==> src/rtl/cpg_pkg.sv <==
package cpg_pkg;

   // Bus-to-CPU ratio selected by the frequency select input
   typedef enum logic {
      RATIO_SLOW = 1'b0,   // bus = CPU / DIV_LO
      RATIO_FAST = 1'b1    // bus = CPU / DIV_HI
   } ratio_e;

   // Index of each control bit inside the synchronizer bundle
   localparam int unsigned CTL_SEL   = 0;
   localparam int unsigned CTL_CPU   = 1;
   localparam int unsigned CTL_BUS   = 2;
   localparam int unsigned CTL_WAKE  = 3;
   localparam int unsigned CTL_WIDTH = 4;

endpackage

==> src/rtl/cpg_sync.sv <==
module cpg_sync #(
   parameter int unsigned W      = 1,
   parameter int unsigned STAGES = 2
) (
   input  logic         clk,
   input  logic         rst_n,
   input  logic [W-1:0] d,
   output logic [W-1:0] q
);

   if (STAGES < 2) begin : g_bad_depth
      $error("cpg_sync: STAGES must be at least 2");
   end
   if (W < 1) begin : g_bad_width
      $error("cpg_sync: W must be at least 1");
   end

   for (genvar s = 0; s < STAGES; s++) begin : g_stg
      logic [W-1:0] r;
      if (s == 0) begin : g_first
         always_ff @(posedge clk or negedge rst_n) begin
            if (!rst_n) r <= '0;
            else        r <= d;
         end
      end else begin : g_next
         always_ff @(posedge clk or negedge rst_n) begin
            if (!rst_n) r <= '0;
            else        r <= g_stg[s-1].r;
         end
      end
   end

   assign q = g_stg[STAGES-1].r;

endmodule

==> src/rtl/cpg_phase.sv <==
module cpg_phase #(
   parameter int unsigned DIV_LO = 2,
   parameter int unsigned DIV_HI = 3
) (
   input  logic clk,
   input  logic rst_n,
   input  logic fast_s,
   output logic cpu_ph,
   output logic pci_ph,
   output logic cpu_upd,
   output logic pci_start,
   output logic pci_end
);
   import cpg_pkg::*;

   localparam int unsigned PER_LO  = 2 * DIV_LO;
   localparam int unsigned PER_HI  = 2 * DIV_HI;
   localparam int unsigned PER_MAX = (PER_HI > PER_LO) ? PER_HI : PER_LO;
   localparam int unsigned CW      = $clog2(PER_MAX);

   typedef logic [CW-1:0] cnt_t;

   localparam cnt_t LAST_LO = cnt_t'(PER_LO - 1);
   localparam cnt_t LAST_HI = cnt_t'(PER_HI - 1);
   localparam cnt_t HALF_LO = cnt_t'(DIV_LO);
   localparam cnt_t HALF_HI = cnt_t'(DIV_HI);

   if (DIV_LO < 2) begin : g_bad_lo
      $error("cpg_phase: DIV_LO must be at least 2");
   end
   if (DIV_HI < DIV_LO) begin : g_bad_hi
      $error("cpg_phase: DIV_HI must not be below DIV_LO");
   end

   cnt_t   cnt;
   ratio_e ratio_q;
   cnt_t   last_v;
   cnt_t   half_v;

   always_comb begin
      last_v = (ratio_q == RATIO_FAST) ? LAST_HI : LAST_LO;
      half_v = (ratio_q == RATIO_FAST) ? HALF_HI : HALF_LO;
   end

   // Periods are even, so the CPU phase wraps without a seam
   assign pci_end   = (cnt == last_v);
   assign pci_start = (cnt == '0);
   assign cpu_ph    = ~cnt[0];
   assign cpu_upd   = cnt[0];
   assign pci_ph    = (cnt < half_v);

   always_ff @(posedge clk or negedge rst_n) begin
      if (!rst_n) begin
         cnt     <= '0;
         ratio_q <= RATIO_SLOW;
      end else if (pci_end) begin
         cnt     <= '0;
         ratio_q <= ratio_e'(fast_s);
      end else begin
         cnt     <= cnt + 1'b1;
      end
   end


   ratio_load_chk: assert property (@(posedge clk) disable iff (!rst_n)
      !$stable(ratio_q) |-> $past(pci_end));

endmodule

==> src/rtl/cpg_gate.sv <==
module cpg_gate #(
   parameter int unsigned NCPU = 2,
   parameter int unsigned NPCI = 5
) (
   input  logic            clk,
   input  logic            rst_n,
   input  logic            cpu_run_s,
   input  logic            pci_run_s,
   input  logic            wake_s,
   input  logic            cpu_ph,
   input  logic            pci_ph,
   input  logic            cpu_upd,
   input  logic            pci_start,
   input  logic            pci_end,
   output logic [NCPU-1:0] cpu_q,
   output logic            free_q,
   output logic [NPCI-1:0] pci_q
);

   if (NCPU < 1) begin : g_bad_ncpu
      $error("cpg_gate: NCPU must be at least 1");
   end
   if (NPCI < 1) begin : g_bad_npci
      $error("cpg_gate: NPCI must be at least 1");
   end

   logic cpu_en;
   logic free_en;
   logic pci_smp;
   logic pci_en;

   // CPU gate moves only in the CPU low phase
   always_ff @(posedge clk or negedge rst_n) begin
      if (!rst_n)       cpu_en <= 1'b0;
      else if (cpu_upd) cpu_en <= cpu_run_s & wake_s;
   end

   // Bus hold taken at the free bus clock rising edge
   always_ff @(posedge clk or negedge rst_n) begin
      if (!rst_n)         pci_smp <= 1'b0;
      else if (pci_start) pci_smp <= pci_run_s;
   end

   // Bus gates move only at the last low cycle of a period
   always_ff @(posedge clk or negedge rst_n) begin
      if (!rst_n) begin
         free_en <= 1'b0;
         pci_en  <= 1'b0;
      end else if (pci_end) begin
         free_en <= wake_s;
         pci_en  <= wake_s & pci_smp;
      end
   end

   for (genvar i = 0; i < NCPU; i++) begin : g_cpu
      logic r;
      always_ff @(posedge clk or negedge rst_n) begin
         if (!rst_n) r <= 1'b0;
         else        r <= cpu_ph & cpu_en;
      end
      assign cpu_q[i] = r;
   end

   always_ff @(posedge clk or negedge rst_n) begin
      if (!rst_n) free_q <= 1'b0;
      else        free_q <= pci_ph & free_en;
   end

   for (genvar j = 0; j < NPCI; j++) begin : g_pci
      logic r;
      always_ff @(posedge clk or negedge rst_n) begin
         if (!rst_n) r <= 1'b0;
         else        r <= pci_ph & pci_en;
      end
      assign pci_q[j] = r;
   end


   cpu_gate_move_chk: assert property (@(posedge clk) disable iff (!rst_n)
      !$stable(cpu_en) |-> $past(cpu_upd));


   pci_gate_move_chk: assert property (@(posedge clk) disable iff (!rst_n)
      !$stable(pci_en) |-> $past(pci_end));


   free_gate_move_chk: assert property (@(posedge clk) disable iff (!rst_n)
      !$stable(free_en) |-> $past(pci_end));


   cpu_half_cycle_chk: assert property (@(posedge clk) disable iff (!rst_n)
      cpu_q[0] |=> !cpu_q[0]);


   gated_under_free_chk: assert property (@(posedge clk) disable iff (!rst_n)
      pci_q[0] |-> free_q);


   edge_align_chk: assert property (@(posedge clk) disable iff (!rst_n)
      $rose(free_q) && cpu_en |-> cpu_q[0]);

endmodule

==> src/rtl/cpu_pci_clkgen.sv <==
module cpu_pci_clkgen #(
   parameter int unsigned NCPU        = 2,
   parameter int unsigned NPCI        = 5,
   parameter int unsigned DIV_LO      = 2,
   parameter int unsigned DIV_HI      = 3,
   parameter int unsigned SYNC_STAGES = 2
) (
   input  logic            clk_2x,
   input  logic            rst_n,
   input  logic            sel_fast,
   input  logic            cpu_hold_n,
   input  logic            pci_hold_n,
   input  logic            sleep_n,
   output logic [NCPU-1:0] cpu_clk,
   output logic            pci_clk_free,
   output logic [NPCI-1:0] pci_clk
);
   import cpg_pkg::*;

   logic [CTL_WIDTH-1:0] ctl_raw;
   logic [CTL_WIDTH-1:0] ctl_s;
   logic cpu_ph, pci_ph, cpu_upd, pci_start, pci_end;

   always_comb begin
      ctl_raw           = '0;
      ctl_raw[CTL_SEL]  = sel_fast;
      ctl_raw[CTL_CPU]  = cpu_hold_n;
      ctl_raw[CTL_BUS]  = pci_hold_n;
      ctl_raw[CTL_WAKE] = sleep_n;
   end

   cpg_sync #(
      .W      (CTL_WIDTH),
      .STAGES (SYNC_STAGES)
   ) u_sync (
      .clk   (clk_2x),
      .rst_n (rst_n),
      .d     (ctl_raw),
      .q     (ctl_s)
   );

   cpg_phase #(
      .DIV_LO (DIV_LO),
      .DIV_HI (DIV_HI)
   ) u_phase (
      .clk       (clk_2x),
      .rst_n     (rst_n),
      .fast_s    (ctl_s[CTL_SEL]),
      .cpu_ph    (cpu_ph),
      .pci_ph    (pci_ph),
      .cpu_upd   (cpu_upd),
      .pci_start (pci_start),
      .pci_end   (pci_end)
   );

   cpg_gate #(
      .NCPU (NCPU),
      .NPCI (NPCI)
   ) u_gate (
      .clk       (clk_2x),
      .rst_n     (rst_n),
      .cpu_run_s (ctl_s[CTL_CPU]),
      .pci_run_s (ctl_s[CTL_BUS]),
      .wake_s    (ctl_s[CTL_WAKE]),
      .cpu_ph    (cpu_ph),
      .pci_ph    (pci_ph),
      .cpu_upd   (cpu_upd),
      .pci_start (pci_start),
      .pci_end   (pci_end),
      .cpu_q     (cpu_clk),
      .free_q    (pci_clk_free),
      .pci_q     (pci_clk)
   );


   reset_quiet_chk: assert property (@(posedge clk_2x)
      !$past(rst_n) && rst_n |-> (cpu_clk == '0) && !pci_clk_free && (pci_clk == '0));

endmodule

==> config.mk <==
export PLATFORM = sky130hd
export DESIGN_NAME = cpu_pci_clkgen
export DESIGN_NICKNAME = d
export VERILOG_FILES = /design/src/rtl/cpg_pkg.sv /design/src/rtl/cpg_sync.sv /design/src/rtl/cpg_phase.sv /design/src/rtl/cpg_gate.sv /design/src/rtl/cpu_pci_clkgen.sv
export SDC_FILE = /design/constraint.sdc
export NUM_CORES = 1
export LEC_CHECK = 0
export BUFFER_PORTS_ARGS = -buffer_cell sky130_fd_sc_hd__buf_2
export CAP_MARGIN = 5
export CORE_MARGIN = 8
export CORE_UTILIZATION = 50
export DETAILED_ROUTE_END_ITERATION = 8
export PLACE_DENSITY_LB_ADDON = 0.08
export RECOVER_POWER = 50
export SETUP_SLACK_MARGIN = 0.1
export SYNTH_ARGS = -nofsm -noshare
export SYNTH_HDL_FRONTEND = slang
export SYNTH_SLANG_ARGS = --single-unit
==> constraint.sdc <==
create_clock -name clk_2x -period 2.7 [get_ports clk_2x]
set_input_delay 0.54 -clock clk_2x [delete_from_list [all_inputs] [get_ports clk_2x]]
set_output_delay 0.54 -clock clk_2x [all_outputs]
set_load 0.05 [all_outputs]
==> metrics.yaml <==
tritoncts: "built"
synth_commonest_cells: "sky130_fd_sc_hd__dfrtp_1 (19), sky130_fd_sc_hd__buf_4 (7), sky130_fd_sc_hd__inv_1 (5)"
synth-seq-area-share: 0.6563
die_width_um: 54.07
numClockSinks: 19
layout.cells.non_filler: 78
synth_seq_cells: 19
postSynthNetCount: 61
max_freq_mhz: 668.5
syn_area_cell_sq_um: 13.67
worstSetupStartpointType: "register"
cts.repair.resized: 0
grt_first_pass_wirelength_um: 1476
drc: 0
hold_path.class: "primary input to register"
internal-power_mw: 0.5097
grt_max_degree: 20
worst_skew_pair.late_latency_ns: 0.29
rsz0062_at_grt: "no"
initial_utilization: 0.5432
routed_wire_length_per_instance_um: 12.38
synthesis.yosys.warnings: 0
setup_viol_count_final: 0
final.setup_skew_ns: 0.002930
finalHoldViolations: 0
globalRoute.totalOverflow: 0
sequential_fraction_of_design_power: 0.471
hp-start: "sel_fast"
nNetsFinal: 72
hold_buffers: 0
power.total_mw: 0.8195
dr_total_vias: 394
worst_hold_path.num_cells: 1
rr_worst_depth: 3
wl_um: 966
path_buf_inv: 1
maxSlewViolCount: 0
via_count_of_the_first_global_routing_pass: 359
numPortBuffers: 13
crit_path_max_fanout: 5
drtPass1Iterations: 4
antenna_violations_before_repair: 0
boundaryPins: 14
synthFlopType: "sky130_fd_sc_hd__dfrtp_1"
hold_path_end: "u_sync.g_stg[0].r[0]"
flow.area_growth_from_synthesis_pct: 7.772
fin_hold_ws_ns: 0.3437
syn-cell-area_sq_um: 724.4
worst_endpoint_required_time_ns: 2.16
via_density: 5.051
final_antenna_net_count: 0
cts.repair_timing.setup_buffer_count: 0
num_antenna_cells: 0
worst_slack_ns: 1.204
setup.reg_to_reg.worst_slack_ns: 1.30
gp_congestion: 0.7355
leakage_nw: 0.4066
place.detailed.instances: 74
crit-reg2reg-launch: "u_phase.cnt[0]"
clock_edge_transition_at_the_registers_on_the_reported_setup_and_hold_paths_ns: 0.10
r2r-end: "u_gate.free_en"
outcome: "complete, no violations"
combinationalPowerShare: 0.361
yosys.area.top_type_share: 0.6563
netSwitchingFraction: 0.3781
clockRootBuffer: "sky130_fd_sc_hd__clkbuf_4"
path_cells: "buf_2"
detailed_router_s_first_iteration_violation_count: 1
number_of_synthesized_flops_with_an_enable_pin: 0
critical_path.top_delay_family: "flip-flops"
std_cell_rows: 13
netSwitchingPower_mw: 0.3098
cts.htree.levels: 1
yosys-top-cells-area: "sky130_fd_sc_hd__dfrtp_1 (66%), sky130_fd_sc_hd__buf_4 (7.3%), sky130_fd_sc_hd__ha_1 (3.5%), sky130_fd_sc_hd__inv_1 (2.6%), sky130_fd_sc_hd__a31o_2 (2.4%)"
die_h_um: 54.07
fillCellCount: 114
setup_tns_ns: 0
setup.worst_path.end_class: "primary output"
track_usage: 0.07199
worst_slew_margin_rel: 0.3752
power_density_mw_per_mm2: 1050
dieArea_sq_mm: 0.002923
clockBufferDepth: 2
synth_top_area_cell: "sky130_fd_sc_hd__dfrtp_1"
layout_worst_path_cycle_share: 0.5541
ir_drop_mv: 0.5656
critical_path_data_arrival_time_ns: 0.96
multiInputGateArea_sq_um: 177.7
critical-path-max-stage-delay_ns: 0.39
finalWorstPathRequiredPeriod_ns: 1.496
post-synth-top-count-cell: "sky130_fd_sc_hd__dfrtp_1"
seqCellArea_sq_um: 475.5
synth_cell_types: 21
number_of_instances_in_the_synthesized_netlist: 53
clkPwrFrac: 0.168
worst_pin_slew_ns: 0.9372
critPathSlowestCell: "sky130_fd_sc_hd__dfrtp_1"
numCtsBuffers: 3
layout-drive-gt1-share: 0.3333
cap_violations: 0
synth-async-reset-ratio: 1.000
place_worst_setup_slack_ns: 1.310
coreArea_sq_mm: 0.001334
classification_of_the_worst_setup_path: "register to primary output"
layout by cell type, fill, tap and decap left out, types with 2 or more instances in the layout:
master                     instances
sky130_fd_sc_hd__inv_1             5
sky130_fd_sc_hd__and2_2            2
sky130_fd_sc_hd__ha_1              2
sky130_fd_sc_hd__and2_1            2
sky130_fd_sc_hd__buf_2            12
sky130_fd_sc_hd__clkbuf_4          3
sky130_fd_sc_hd__clkbuf_1          2
sky130_fd_sc_hd__a31o_2            2
sky130_fd_sc_hd__dfrtp_1          19
routing by layer:
layer  global-route usage  routed length [um]  up-vias  share of wire
met5                    0                   0        -              0
met4              0.06148                  25        0          0.026
met3              0.03306                 109        4           0.11
met2               0.1023                 381       17           0.39
met1              0.07993                 450      189           0.47
li1                     -                   -      184              -
sequential cells by signal, summed over array words and instances, names as in the netlist:
name and count:
u_gate.g_cpu.r 1, u_gate.pci_smp 1, u_phase.ratio_q 1, u_sync.g_stg.r 4, u_phase.cnt 3, u_gate.g_pci.r 1, u_gate.cpu_en 1, u_sync.q 4
u_gate.free_en 1, u_gate.free_q 1, u_gate.pci_en 1
logic make-up (layout without fill, tap and decap cells):
logic type	count (synthesis)	in the layout	share of synthesized area
AOI/OAI and AO/OA	8	8	0.08463
xor gates and xnor gates	1	1	0.01209
adders and majority gates	2	2	0.03454
buffers and inverters	12	22	0.09845
DFF	19	19	0.6563
muxes	2	2	0.03454
and+or+nand+nor	9	9	0.07944
worst max path at each step:
| stage | to | startpoint | slack, ns | cells past startpoint |
|---|---|---|---|---|
| after floorplan | u_gate.free_en | u_phase.cnt[0] | 1.41 | 3 |
| after global placement | u_gate.free_en | u_phase.cnt[0] | 1.36 | 3 |
| after detailed placement | u_gate.free_en | u_phase.cnt[0] | 1.31 | 3 |
| after CTS | pci_clk[0] | u_gate.g_pci[3].r | 1.18 | 1 |
| after global routing | pci_clk[2] | u_gate.g_pci[3].r | 1.14 | 1 |
| final | pci_clk[2] | u_gate.g_pci[3].r | 1.20 | 1 |
layout make-up:
class | instances | area share
clock buffer | 4 | 0.03365
inverter | 5 | 0.02404
multi-input combinational | 22 | 0.2276
sequential | 19 | 0.6090
tap | 15 | 0.02404
timing repair buffer | 13 | 0.08173
power by group through the flow:
stage                     Clock, mW  Combinational [mW]  Sequential (mW)
final                         0.138               0.296            0.386
after global routing          0.156               0.316            0.393
after CTS                     0.143               0.299            0.386
after detailed placement          0               0.297            0.392
after global placement            0               0.298            0.388
after floorplan                   0               0.250            0.405
worst register-to-register path: cells and delay by family, from the launching register on:
kind | cells | cell delay, ns
compound gates | 1 | 0.25
flops | 1 | 0.49
mux | 1 | 0.32
simple gates | 1 | 0.23
stage by stage:
step	cell area, sq um	utilization
4_1_cts	782.0	0.5863
3_3_place_gp	755.7	0.5666
5_1_grt	780.7	0.5854
2_1_floorplan	724.4	-
3_5_place_dp	755.7	0.5666
6_report	780.7	0.5854
(Power assumes the default switching activity.)
